## config.mk

```make
export PLATFORM = sky130hd
export DESIGN_NAME = trace_rec_fmt
export DESIGN_NICKNAME = d
export VERILOG_FILES = /design/src/rtl/trc_pkg.sv /design/src/rtl/trc_tstamp.sv /design/src/rtl/trc_pack.sv /design/src/rtl/trc_emit.sv /design/src/rtl/trace_rec_fmt.sv
export SDC_FILE = /design/constraint.sdc
export NUM_CORES = 1
export LEC_CHECK = 0
export CELL_PAD_IN_SITES_DETAIL_PLACEMENT = 1
export CELL_PAD_IN_SITES_GLOBAL_PLACEMENT = 1
export CORE_UTILIZATION = 30
export CTS_CLUSTER_SIZE = 25
export DETAILED_ROUTE_END_ITERATION = 8
export DONT_BUFFER_PORTS = 1
export PLACE_DENSITY_LB_ADDON = 0.1
export SKIP_LAST_GASP = 1
export SLEW_MARGIN = 40
export SYNTH_ARGS = -nofsm -noshare
export SYNTH_HDL_FRONTEND = slang
export SYNTH_SLANG_ARGS = --single-unit
```

## constraint.sdc

```tcl
create_clock -name clk -period 42.9 [get_ports clk]
set_clock_uncertainty 0.05 [all_clocks]
set_input_delay 8.58 -clock clk [delete_from_list [all_inputs] [get_ports clk]]
set_output_delay 8.58 -clock clk [all_outputs]
set_load 0.01 [all_outputs]
```

## src/rtl/trc_pkg.sv

```systemverilog
package trc_pkg;

    localparam int WORD_W  = 32;
    localparam int MAX_WRD = 8;
    localparam int IDX_W   = $clog2(MAX_WRD);

    localparam logic [WORD_W-1:0] FULL_MARK = {21'h1FFFFF, 11'h7FF};

    typedef enum logic {
        LAYOUT_COMPACT = 1'b0,
        LAYOUT_FULL    = 1'b1
    } layout_e;

    typedef logic [MAX_WRD-1:0][WORD_W-1:0] rec_words_t;

    typedef struct packed {
        logic [WORD_W-1:0] d0;
        logic [WORD_W-1:0] d1;
        logic [WORD_W-1:0] d2;
        logic [WORD_W-1:0] d3;
    } hdr_t;

    // compact first word: selected header dword-0 fields plus low stamp bits
    function automatic logic [WORD_W-1:0] compact_head(input logic [WORD_W-1:0] d0,
                                                       input logic [WORD_W-1:0] stamp);
        return {d0[30:29], d0[28:24], d0[23], d0[19], d0[16], d0[13],
                d0[9:0], stamp[10:0]};
    endfunction

endpackage

```

## src/rtl/trc_tstamp.sv

```systemverilog
module trc_tstamp #(
    parameter int TS_W = 32
) (
    input  logic        clk,
    input  logic        rst,
    output logic [31:0] stamp
);
    logic [TS_W-1:0] cnt_q;

    always_ff @(posedge clk) begin
        if (rst) cnt_q <= '0;
        else     cnt_q <= cnt_q + 1'b1;
    end

    generate
        if (TS_W >= 32) begin : g_wide
            assign stamp = cnt_q[31:0];
        end else begin : g_narrow
            assign stamp = {{(32-TS_W){1'b0}}, cnt_q};
        end
    endgenerate
endmodule

```

## src/rtl/trc_pack.sv

```systemverilog
module trc_pack
    import trc_pkg::*;
(
    input  trc_pkg::hdr_t           hdr,
    input  logic [WORD_W-1:0]       pfx_word,
    input  logic                    pfx_present,
    input  trc_pkg::layout_e        layout,
    input  logic [WORD_W-1:0]       stamp,
    output trc_pkg::rec_words_t     words,
    output logic [IDX_W-1:0]        last_idx
);
    logic [3:0][WORD_W-1:0] hdr_arr;
    assign hdr_arr = {hdr.d3, hdr.d2, hdr.d1, hdr.d0};

    always_comb begin
        words = '0;
        if (layout == LAYOUT_FULL) begin
            words[0] = FULL_MARK;
            words[1] = pfx_present ? pfx_word : '0;
            for (int i = 0; i < 4; i++) words[2+i] = hdr_arr[i];
            words[6] = '0;
            words[7] = stamp;
            last_idx = IDX_W'(MAX_WRD - 1);
        end else begin
            words[0] = compact_head(hdr.d0, stamp);
            for (int i = 1; i < 4; i++) words[i] = hdr_arr[i];
            last_idx = IDX_W'(3);
        end
    end
endmodule

```

## src/rtl/trc_emit.sv

```systemverilog
module trc_emit
    import trc_pkg::*;
#(
    parameter int DROP_W = 8
) (
    input  logic                  clk,
    input  logic                  rst,
    input  logic                  cap_valid,
    input  trc_pkg::rec_words_t   words_in,
    input  logic [IDX_W-1:0]      last_in,
    output logic [WORD_W-1:0]     out_data,
    output logic                  out_valid,
    input  logic                  out_ready,
    output logic                  out_last,
    output logic [DROP_W-1:0]     drops
);
    rec_words_t        held_q;
    logic [IDX_W-1:0]  idx_q;
    logic [IDX_W-1:0]  end_q;
    logic              busy_q;
    logic [DROP_W-1:0] drop_q;

    always_ff @(posedge clk) begin
        if (rst) begin
            busy_q <= 1'b0;
            idx_q  <= '0;
            end_q  <= '0;
            drop_q <= '0;
        end else begin
            if (busy_q && out_ready) begin
                if (idx_q == end_q) busy_q <= 1'b0;
                else                idx_q  <= idx_q + 1'b1;
            end
            if (cap_valid) begin
                if (busy_q) begin
                    if (drop_q != '1) drop_q <= drop_q + 1'b1;
                end else begin
                    held_q <= words_in;
                    end_q  <= last_in;
                    idx_q  <= '0;
                    busy_q <= 1'b1;
                end
            end
        end
    end

    assign out_data  = held_q[idx_q];
    assign out_valid = busy_q;
    assign out_last  = busy_q && (idx_q == end_q);
    assign drops     = drop_q;
endmodule

```

## src/rtl/trace_rec_fmt.sv

```systemverilog
module trace_rec_fmt
    import trc_pkg::*;
#(
    parameter int TS_W   = 32,
    parameter int DROP_W = 8
) (
    input  logic              clk,
    input  logic              rst,
    input  logic              cap_valid,
    input  logic [31:0]       hdr_dw0,
    input  logic [31:0]       hdr_dw1,
    input  logic [31:0]       hdr_dw2,
    input  logic [31:0]       hdr_dw3,
    input  logic [31:0]       pfx_word,
    input  logic              pfx_present,
    input  logic              fmt_sel,
    output logic [31:0]       rec_data,
    output logic              rec_valid,
    input  logic              rec_ready,
    output logic              rec_last,
    output logic [DROP_W-1:0] drop_cnt
);
    logic [31:0]      stamp;
    hdr_t             hdr;
    rec_words_t       words;
    logic [IDX_W-1:0] last_idx;
    layout_e          layout;

    assign hdr    = '{d0: hdr_dw0, d1: hdr_dw1, d2: hdr_dw2, d3: hdr_dw3};
    assign layout = layout_e'(fmt_sel);

    trc_tstamp #(.TS_W(TS_W)) u_ts (
        .clk   (clk),
        .rst   (rst),
        .stamp (stamp)
    );

    trc_pack u_pack (
        .hdr         (hdr),
        .pfx_word    (pfx_word),
        .pfx_present (pfx_present),
        .layout      (layout),
        .stamp       (stamp),
        .words       (words),
        .last_idx    (last_idx)
    );

    trc_emit #(.DROP_W(DROP_W)) u_emit (
        .clk       (clk),
        .rst       (rst),
        .cap_valid (cap_valid),
        .words_in  (words),
        .last_in   (last_idx),
        .out_data  (rec_data),
        .out_valid (rec_valid),
        .out_ready (rec_ready),
        .out_last  (rec_last),
        .drops     (drop_cnt)
    );
endmodule

```

==> results of run 1 <==
-- cell families after synthesis --
family	after synthesis	share of synthesized area
fa+ha+maj	3	0.002948
simple gates	355	0.1489
buf+inv	106	0.03380
xor+xnor	14	0.009629
mux	145	0.1532
compound gates	125	0.05109
flops	270	0.6005
-- final cells by class --
class                   instances  area, um2  area share
multi-input cells             642       4669      0.3250
flip-flops and latches        270       7655      0.5328
repair buffers                  6      73.82    0.005138
inverters                      38      142.6    0.009928
clock inverters                12      133.9    0.009318
well taps                     539      674.4     0.04694
clock buffers                  51       1018     0.07089
-- Yosys cell counts, types with 11 or more instances --
cell type,count
a21oi_1,45
and2_1,102
buf_1,17
buf_2,11
clkbuf_1,37
dfxtp_1,46
edfxtp_1,224
inv_1,38
mux2_2,79
mux2i_1,34
mux4_2,32
nand2_1,76
nand3_1,13
nor2_1,67
nor2b_1,17
nor4_1,12
o21ai_0,71
or2_2,33
-- tightest hold or removal path: cells and delay by family (launching register included) --
kind,cells,cell delay [ps]
AND/OR/NAND/NOR,2,140
flip-flops,1,320
-- registers in the layout, indices dropped and copies added (netlist names) --
| name | count |
|---|---|
| u_emit.held_q | 224 |
| u_emit.end_q | 2 |
| u_emit.idx_q | 3 |
| u_emit.out_valid | 1 |
| u_ts.stamp | 32 |
| u_emit.drops | 8 |
-- routing by layer --
layer  GRT usage  routed length (um)  up-vias  share of wire
met5           0                  19        -        0.00057
met4     0.04342                 626        2          0.019
met3     0.04574                1872       44          0.056
met2      0.2532               15680      144           0.47
met1      0.2088               15390     3770           0.46
li1            -                   -     3625              -
-- final timing paths --
path | start | endpoint
worst max-delay path | u_emit.idx_q[0] | rec_data[0]
worst min-delay path | u_emit.end_q[1] | u_emit.end_q[1]
worst max register to register | u_emit.out_valid | u_emit.held_q[113]
worst min register to register | u_emit.end_q[1] | u_emit.end_q[1]
-- stage by stage --
stage               cells  hold WS, ps  setup slack, ps  instance area [um2]  utilization
floorplan            1018        389.9            23260                12730            -
global placement     1494        433.0            31630                13190       0.3144
detailed placement   1494        450.1            31740                13200       0.3146
CTS                  1557        459.4            31140                14350       0.3420
global route         1558        502.9            31490                14370       0.3425
finish               1558        458.0            31740                14370       0.3425
-- power by group through the flow --
| stage | Sequential [mW] | Clock, mW | Combinational [mW] |
|---|---|---|---|
| CTS | 0.300 | 0.307 | 0.0292 |
| global placement | 0.306 | 0 | 0.0286 |
| finish | 0.300 | 0.295 | 0.0288 |
| global route | 0.301 | 0.316 | 0.0325 |
| detailed placement | 0.306 | 0 | 0.0290 |
| floorplan | 0.307 | 0 | 0.0262 |
==> summary.txt, run 1 <==
Place
  – HPWL after detailed placement: approximately 21000 um
  – IO Port Bufs: 0
  – Placer Congestion: 0.7229

Detailed routing
  – Vias/cell: just under 5
  – Post-DRT Antenna Nets: 0
  – Post-route DRC violation count: 0
  – 1st-iter DRT viols: 420
  – Detailed Route WL: 33590 um
  – Drt pass-1 iters: 4
  – Total number of vias: between 7000 and 8000
  – DR WL/cell: 21.56 um

Critical path
  – Reg2Reg Depth: 4
  – CP Capture Type: output pin
  – CP max stage cell: mux4_2
  – CP Cell Sequence: buf_4 -> mux4_2 -> nand2_1 -> o21ai_0
  – Kind of critical path: reg -> out
  – Worst EP arrival: 2530 ps
  – Worst path top cell family by delay: multiplexers
  – Max incr delay on CP: around 570 ps
  – Worst Path Required: roughly 34000 ps
  – Worst path bufs/invs: 1
  – Largest fanout on the critical path: 28
  – Startpoint Class: flop
  – Worst path depth: 4
  – R2R Setup Slk: around 40000 ps

Timing
  – Final Hold Vio Count: 0
  – Measured slew at the worst slew-check pin: 834.1 ps
  – Unrepaired setup endpoints after global routing: false
  – Fin crit share: 0.2602
  – Final setup viols: 0
  – Final min period: 11160 ps
  – Slew Limit Fails: 0
  – FMAX: around 90 MHz
  – Setup TNS: 0 ps
  – Relative max-transition margin: 0.4439

Die
  – Die Area: roughly 43000 um2
  – Die Wd: ~210 um
  – Core ar.: about 42000 um2
  – Die Ht: 208.0 um
  – Row cnt: between 70 and 80
  – Initial Util: 0.3036
  – IO Pins: between 200 and 250

Synth
  – Synth warn: 0
  – Mapped Cells: 1018
  – Post-Syn Area per Cell: roughly 13 um2
  – Area leader, netlist: edfxtp_1
  – Cell area after synthesis: 12730 um2
  – Flops & latches, synth: 270
  – Register area share after synthesis: 0.6005
  – Area contributors post-synth: edfxtp_1 (53%), dfxtp_1 (7.2%), mux2_2 (7.0%)
  – Yosys top cell area share: 0.5282
  – FFs w/ async S/R, synth: 0
  – Main synth FF type: edfxtp_1
  – Post-synth EDFFs: approximately 220
  – Syn_nets: approximately 1200
  – Post-synth cell types: 39

GRT
  – Initial antenna violation count: 2
  – First-pass GRT wire length: a little over 50000 um
  – Largest net degree at the start of global routing: ~230
  – Vias in the first global route: approximately 8200
  – GRT Total Usage: 0.1583
  – Grt total ovfl: 0

Worst hold path
  – Hold depth: 2
  – Worst hold path type: reg -> reg

CTS
  – Post-CTS Hold Buffers: 0
  – CTS Buf Count: 35
  – Clock root cell: clkbuf_16
  – CTS clk-pin slew, worst paths: 60 ps
  – CTS tree: built
  – Post-CTS Setup Inserts: 0
  – Clk sink count: 270
  – CTS H-tree lvls: 2
  – Post-CTS Resized: 0
  – Worst-case clock buffer depth: 3
  – Clock latency on the worst-skew pair: around 530 ps

Finish
  – FILL cells: around 4400
  – Antenna diode count: 0
  – Most frequent cells in the layout: edfxtp_1 (224), and2_1 (100), mux2_2 (79)
  – Synthesis-to-finish area growth: 12.82%
  – Commonest non-fill, non-tap cell in the layout: edfxtp_1
  – Share of cells above drive strength 1: 0.2041
  – NumNets Final: between 1000 and 1500

Power
  – Max IR drop VDD: about 0.018 mV
  – Switch share: 0.2100
  – Power share of the clock group: 0.473
  – Comb power frac: 0.046
  – Pint: 492.5 uW
  – Pwr Density: around 43 nW/um2
  – Leakage: 4.845 nW
  – Pwr Total: 623.3 uW
  – Seq pwr share: 0.481
  – Switch Pwr: around 130 uW

Status
  – Status: finished, final reports clean

Flow run
  – Max-cap viol count: 0
Note: power is estimated with default switching activity, not from simulation.
==> run 2, diff against run 1 <==
Clock period 42.9 ns to 9.2 ns, I/O delays scaled along.
==> summary.txt, run 2 (synthesis results as in run 1) <==
Status
  – Status: finished, final reports clean (unchanged)

Detailed routing
  – Drt pass-1 iters: 4 (unchanged)
  – Post-DRT Antenna Nets: 0 (unchanged)
  – Top Layer Used: met5 (unchanged)
  – Routed length on met3: 1801 um (was 1872 um)
  – Post-route DRC violation count: 0 (unchanged)
  – Detailed Route WL: 33820 um (was 33590 um)
  – Vias/cell: 4.940 (was 4.868)
  – Total number of vias: 7682 (was 7585)
  – Met2 WL: 15710 um (was 15680 um)
  – 1st-iter DRT viols: 382 (was 420)
  – DR WL/cell: 21.75 um (was 21.56 um)
  – WL met1: 15690 um (was 15390 um)

Power
  – Leakage: 4.808 nW (was 4.845 nW)
  – Pwr Total: 2.857 mW (was 623.3 uW)
  – Max IR drop VDD: 0.08727 mV (was 0.01837 mV)
  – Pwr Density: 199.9 nW/um2 (was 43.39 nW/um2)

Finish
  – Most frequent cells in the layout: edfxtp_1 (224), and2_1 (100), mux2_2 (79) (unchanged)
  – Biggest register: u_emit.held_q (unchanged)
  – Layout Cells excl Fill: 1555 (was 1558)
  – Commonest non-fill, non-tap cell in the layout: edfxtp_1 (unchanged)
  – Final core utilization: 0.3408 (was 0.3425)
  – NumNets Final: 1161 (was 1162)
  – Synthesis-to-finish area growth: 12.25% (was 12.82%)
  – Max reg flops: 224 (unchanged)
  – Design Area, Final: 14300 um2 (was 14370 um2)
  – Share of cells above drive strength 1: 0.2018 (was 0.2041)
  – Antenna diode count: 0 (unchanged)

Die
  – Core ar.: 41950 um2 (unchanged)
  – Row cnt: 75 (unchanged)
  – Die Wd: 208.0 um (unchanged)
  – IO Pins: 208 (unchanged)
  – Initial Util: 0.3036 (unchanged)
  – Die Ht: 208.0 um (unchanged)
  – Die Area: 43280 um2 (unchanged)

Place
  – IO Port Bufs: 0 (unchanged)
  – Placed insts: 1495 (was 1494)
  – HPWL after detailed placement: 21420 um (was 21300 um)
  – Worst slack, placed: 5049 ps (was 31740 ps)
  – DP Area: 13210 um2 (was 13200 um2)
  – Placer Congestion: 0.7215 (was 0.7229)

GRT
  – Vias in the first global route: 8182 (was 8207)
  – Grt total ovfl: 0 (unchanged)
  – Initial antenna violation count: 3 (was 2)
  – First-pass GRT wire length: 51600 um (was 51710 um)
  – GRT Total Usage: 0.1570 (was 0.1583)
  – Largest net degree at the start of global routing: 228 (unchanged)

CTS
  – CTS H-tree lvls: 2 (unchanged)
  – Post-CTS Resized: 0 (unchanged)
  – Clk sink count: 270 (unchanged)
  – Worst-case clock buffer depth: 3 (unchanged)
  – Post-CTS Hold Buffers: 0 (unchanged)
  – Post-CTS Setup Inserts: 0 (unchanged)
  – Clock latency on the worst-skew pair: 520 ps (was 530 ps)
  – CTS clk-pin slew, worst paths: 50 ps (was 60 ps)
  – CTS Buf Count: 34 (was 35)
  – CTS tree: built (unchanged)
  – Clock root cell: clkbuf_16 (unchanged)

Timing
  – Worst hold slack: 452.4 ps (was 458.0 ps)
  – Final min period: 4600 ps
  – Setup TNS: 0 ps (unchanged)
  – Fin crit share: 0.5000
  – Measured slew at the worst slew-check pin: 772.5 ps (was 834.1 ps)
  – Final WS setup: 4600 ps (was 31740 ps)
  – Relative max-transition margin: 0.4850 (was 0.4439)
  – Slew Limit Fails: 0 (unchanged)
  – Unrepaired setup endpoints after global routing: false (unchanged)
  – Final setup viols: 0 (unchanged)
  – Final Hold Vio Count: 0 (unchanged)
  – FMAX: about 220 MHz

Critical path
  – Worst r2r src: u_emit.out_valid (unchanged)
  – Worst EP arrival: 2710 ps (was 2530 ps)
  – Worst Path Required: 7310 ps (was 34270 ps)
  – Startpoint Class: flop (unchanged)
  – Kind of critical path: reg -> out (unchanged)
  – Largest fanout on the critical path: 47 (was 28)
  – Critical path origin: u_emit.idx_q[0] (unchanged)
  – CP Capture Type: output pin (unchanged)

Worst hold path
  – Worst hold path type: reg -> reg (unchanged)
  – Hold path startpoint: u_emit.end_q[1] (unchanged)

Flow run
  – Max-cap viol count: 0 (unchanged)
==> run 2: final timing paths <==
path	endpoint	slack [ps]	cells after the start
setup reg to reg	u_emit.held_q[50]	6580	4
setup / recovery	rec_data[1]	4600	4
hold / removal	u_emit.end_q[1]	450	2
hold reg to reg	u_emit.end_q[1]	450	2
==> run 2: final cells by class <==
cell class	instances	area, um2
clock buffer	43	905.9
clock inverter	17	183.9
fill	4436	27650
inverter	38	142.6
multi-input combinational	642	4669
sequential	270	7655
tap	539	674.4
timing repair buffer	6	63.81
==> run 2: metal layers <==
layer | vias up | GRT usage
li1 | 3620 | -
met1 | 3863 | 0.2134
met2 | 147 | 0.2486
met3 | 50 | 0.04030
met4 | 2 | 0.04087
met5 | - | 0
==> run 2: critical path, stage by stage (launching register included) <==
cell and delay, ps:
dfxtp_4 650, buf_6 600, mux4_2 580, nand2_1 80, o21ai_0 250
==> run 2: power breakdown <==
group          total [mW]  switching, mW  internal, mW
sequential           1.40         0.0183          1.38
combinational       0.136         0.0717        0.0641
clock                1.32          0.514         0.808
total                2.86          0.604          2.25
